===== src/rtl/dec_mult_pkg.sv =====
package dec_mult_pkg;
  localparam int DIG_W  = 4;
  localparam int MAX_DIG = 9;

  typedef logic [DIG_W-1:0] digit_t;

  // entry layout: [8] out-of-range flag, [7:4] tens, [3:0] units
  typedef logic [2*DIG_W:0] entry_t;

  // Decimal accumulation: add a into the units place b times, carrying into tens.
  function automatic entry_t dec_entry(input digit_t a, input digit_t b);
    digit_t units;
    digit_t tens;
    logic [DIG_W:0] sum;
    units = '0;
    tens  = '0;
    if ((a > digit_t'(MAX_DIG)) || (b > digit_t'(MAX_DIG))) begin
      return {1'b1, {(2*DIG_W){1'b0}}};
    end
    for (int k = 0; k < MAX_DIG; k++) begin
      if (k < int'(b)) begin
        sum = {1'b0, units} + {1'b0, a};
        if (sum > (DIG_W+1)'(MAX_DIG)) begin
          units = digit_t'(sum - (DIG_W+1)'(MAX_DIG + 1));
          tens  = tens + digit_t'(1);
        end else begin
          units = sum[DIG_W-1:0];
        end
      end
    end
    return {1'b0, tens, units};
  endfunction
endpackage


===== src/rtl/dec_range_chk.sv =====
module dec_range_chk #(
  parameter int NUM_OPS = 2,
  parameter int DW      = 4,
  parameter int LIMIT   = 9
) (
  input  logic [NUM_OPS*DW-1:0] ops,
  output logic                  any_bad
);
  logic [NUM_OPS-1:0] bad_vec;

  genvar g;
  generate
    for (g = 0; g < NUM_OPS; g++) begin : g_op
      assign bad_vec[g] = (ops[g*DW +: DW] > DW'(LIMIT));
    end
  endgenerate

  assign any_bad = |bad_vec;
endmodule


===== src/rtl/dec_prod_table.sv =====
module dec_prod_table
  import dec_mult_pkg::*;
#(
  parameter int DW = 4
) (
  input  logic [DW-1:0]   a,
  input  logic [DW-1:0]   b,
  output logic [2*DW-1:0] digits,
  output logic            range_bit
);
  localparam int AW    = 2 * DW;
  localparam int DEPTH = 1 << AW;

  logic [AW:0] tbl [DEPTH];

  genvar g;
  generate
    for (g = 0; g < DEPTH; g++) begin : g_row
      assign tbl[g] = dec_entry(digit_t'(g >> DW), digit_t'(g % (1 << DW)));
    end
  endgenerate

  logic [AW:0] row;
  assign row       = tbl[{a, b}];
  assign digits    = row[AW-1:0];
  assign range_bit = row[AW];
endmodule


===== src/rtl/dec_digit_mult.sv =====
module dec_digit_mult (
  input  logic [3:0] op_a,
  input  logic [3:0] op_b,
  output logic [7:0] prod_bcd,
  output logic       bad_operand
);
  localparam int DW = dec_mult_pkg::DIG_W;

  logic [2*DW-1:0] tbl_digits;
  logic            tbl_bad;
  logic            chk_bad;

  dec_range_chk #(.NUM_OPS(2), .DW(DW), .LIMIT(dec_mult_pkg::MAX_DIG)) u_chk (
    .ops     ({op_a, op_b}),
    .any_bad (chk_bad)
  );

  dec_prod_table #(.DW(DW)) u_tbl (
    .a         (op_a),
    .b         (op_b),
    .digits    (tbl_digits),
    .range_bit (tbl_bad)
  );

  assign prod_bcd    = chk_bad ? '0 : tbl_digits;
  assign bad_operand = chk_bad;

  always_comb begin
    AST_FLAG_AGREE: assert (tbl_bad == chk_bad);
    if (chk_bad) begin
      AST_BAD_ZERO: assert (tbl_digits == '0);
    end else begin
      AST_UNITS_DIGIT: assert (prod_bcd[3:0] <= 4'd9);
      AST_TENS_MAX: assert (prod_bcd[7:4] <= 4'd8);
      AST_LSB_AND: assert (prod_bcd[0] == (op_a[0] & op_b[0]));
      if (op_a == 4'd0 || op_b == 4'd0) begin
        AST_ZERO_OPND: assert (prod_bcd == 8'h00);
      end
    end
  end
endmodule


===== config.mk =====
export PLATFORM = sky130hd
export DESIGN_NAME = dec_digit_mult
export DESIGN_NICKNAME = d
export VERILOG_FILES = /design/src/rtl/dec_mult_pkg.sv /design/src/rtl/dec_range_chk.sv /design/src/rtl/dec_prod_table.sv /design/src/rtl/dec_digit_mult.sv
export SDC_FILE = /design/constraint.sdc
export NUM_CORES = 1
export LEC_CHECK = 0
export BUFFER_PORTS_ARGS = -buffer_cell sky130_fd_sc_hd__buf_2
export CORE_MARGIN = 8
export CORE_UTILIZATION = 56
export DETAILED_ROUTE_END_ITERATION = 8
export GPL_TIMING_DRIVEN = 0
export PLACE_DENSITY = 0.82
export SLEW_MARGIN = 20
export SYNTH_ARGS = -nofsm -noshare
export SYNTH_HDL_FRONTEND = slang
export SYNTH_HIERARCHICAL = 1
export SYNTH_SLANG_ARGS = --single-unit

===== constraint.sdc =====
create_clock -name vclk -period 1.9
set_input_delay 0.19 -clock vclk [all_inputs]
set_output_delay 0.19 -clock vclk [all_outputs]
set_load 0.01 [all_outputs]

==> metrics.yaml <==
sta:
  setup_slack_ns: -0.3446
  tns_ns: -1.198
  drv_slew: 0
  relSlewSlack: 0.6344
  rsz0062_at_grt: "true"
  setup_viol: 5
  hold_violations: 0
  worstMarginPinSlew_ns: 0.5485
  final_min_period_over_clock_period: 1.181
  fmax_mhz: 445.5
  period_needed_ns: 2.245
  hold_slack_ns: 0.9503
routing:
  drc: 0
  viasPerCell: 7.524
  wl_mm: 5.290
  vias: 1693
  post_drt_wl_per_cell_um: 23.51
  drt_iter0_markers: 246
  drtPass1Iterations: 5
  antenna_left: 0
synth:
  syn_area_um2: 1127
  yosysWarnings: 6
  synth_nets: 184
  synth_cells: 168
  syn_avg_cell_area_um2: 6.710
final_layout:
  design.seq.count: 0
  drive_above_1_share: 0.3838
  nClkBuffers: 0
  final_nets: 216
  final_common_cell: "buf_2"
  final-seq-area_um2: 0
  design_area_um2: 1564
  area_growth_pct: 38.73
  final_cell_mix: "19 x buf_2, 15 x a21oi_1, 14 x buf_4"
  antenna_cells: 0
placement:
  post-dp-hpwl_mm: 2.947
  place_congestion: 1.082
  dp_slack_ns: -0.6572
  postPlaceCellArea_um2: 1252
  io_buffers: 17
power:
  seq_power_share: 0
  p_int_uw: 160.1
  power_uw: 375.7
  peakVddDrop_uv: 180.8
  leakage_uw: 0.0006251
  p_sw_frac: 0.5740
  p_sw_uw: 215.6
  p_clk_frac: 0
  power_density_nw_per_um2: 240.2
  p_comb_frac: 1.000
die:
  die_y_um: 60.87
  die_w_um: 60.87
  start_util: 0.5866
  coreArea_um2: 1922
  fp-row-count: 16
  num_io_pins: 17
  die-area_um2: 3705
worst_setup_path:
  endpoint: "prod_bcd[1]"
  cp-end-kind: "output port"
  crit_path_max_fanout: 5
  required_ns: 1.71
  crit_start: "op_b[1]"
  crit_type: "in -> out"
  start_kind: "primary input"
  critical_path_arrival_ns: 2.05
outcome:
  outcome: "finished with violations"
  violations: "setup timing"
global_route:
  grt_pass1_vias: 1418
  track_usage: 0.2496
  grt-ovfl-total: 0
  antenna_found_initial: 0
  grt_pass1_wl_mm: 7.245
  grt_start_max_net_pins: 11
flow_run:
  maxCapViolCount: 0
min_path:
  hold_path_class: "in -> out"
## worst min-delay path by stage
stage                  endpoint    start  slack [ns]  cells past startpoint
detailed placement  prod_bcd[0]  op_a[2]        0.92                      6
CTS                 prod_bcd[0]  op_a[2]        0.92                      6
global route        prod_bcd[0]  op_a[2]        1.01                      6
floorplan           bad_operand  op_a[3]        0.63                      2
global placement    prod_bcd[0]  op_a[2]        0.91                      6
finish              prod_bcd[0]  op_a[2]        0.95                      6
## cell type report
type | instances | area, µm²
multi-input combinational | 145 | 1144
buffer | 14 | 117.6
inverter | 8 | 41.29
timing repair buffer | 31 | 227.7
tap | 27 | 33.78
fill | 120 | 357.8
## critical path, cell delays in order
cell and delay [ns]:
buf_12 0.09, buf_8 0.10, clkinvlp_4 0.16, ha_4 0.23, and2b_1 0.16, o211ai_1 0.25, a21oi_1 0.14, nor4_2 0.31
o32ai_1 0.13, nor2b_1 0.15, buf_2 0.15
## power groups by stage
stage / logic, µW / clock network (µW) / registers, µW
floorplan: 193 / 0 / 0
global placement: 266 / 0 / 0
detailed placement: 267 / 0 / 0
CTS: 323 / 0 / 0
global route: 387 / 0 / 0
finish: 376 / 0 / 0
## through the flow
stage | std cells | utilization
floorplan | 168 | -
global placement | 212 | 0.6517
detailed placement | 212 | 0.6517
CTS | 223 | 0.7760
global route | 225 | 0.8138
finish | 225 | 0.8138
## layer usage
metal | vias up | routed length (µm) | global-route usage
met5 | - | 0 | 0
met4 | 0 | 503 | 0.09967
met3 | 66 | 831 | 0.01483
met2 | 220 | 2207 | 0.4057
met1 | 721 | 1747 | 0.3302
li1 | 686 | - | -
## timing repair
item,4_1_cts,5_1_grt
endpoints found under the setup margin,7,5
pin swaps,10,7
buffers inserted,12,2
hold buffers,0,0
resized for setup,34,10
hold endpoints to repair,0,0
No activity file was read; power rests on OpenSTA's default activity.
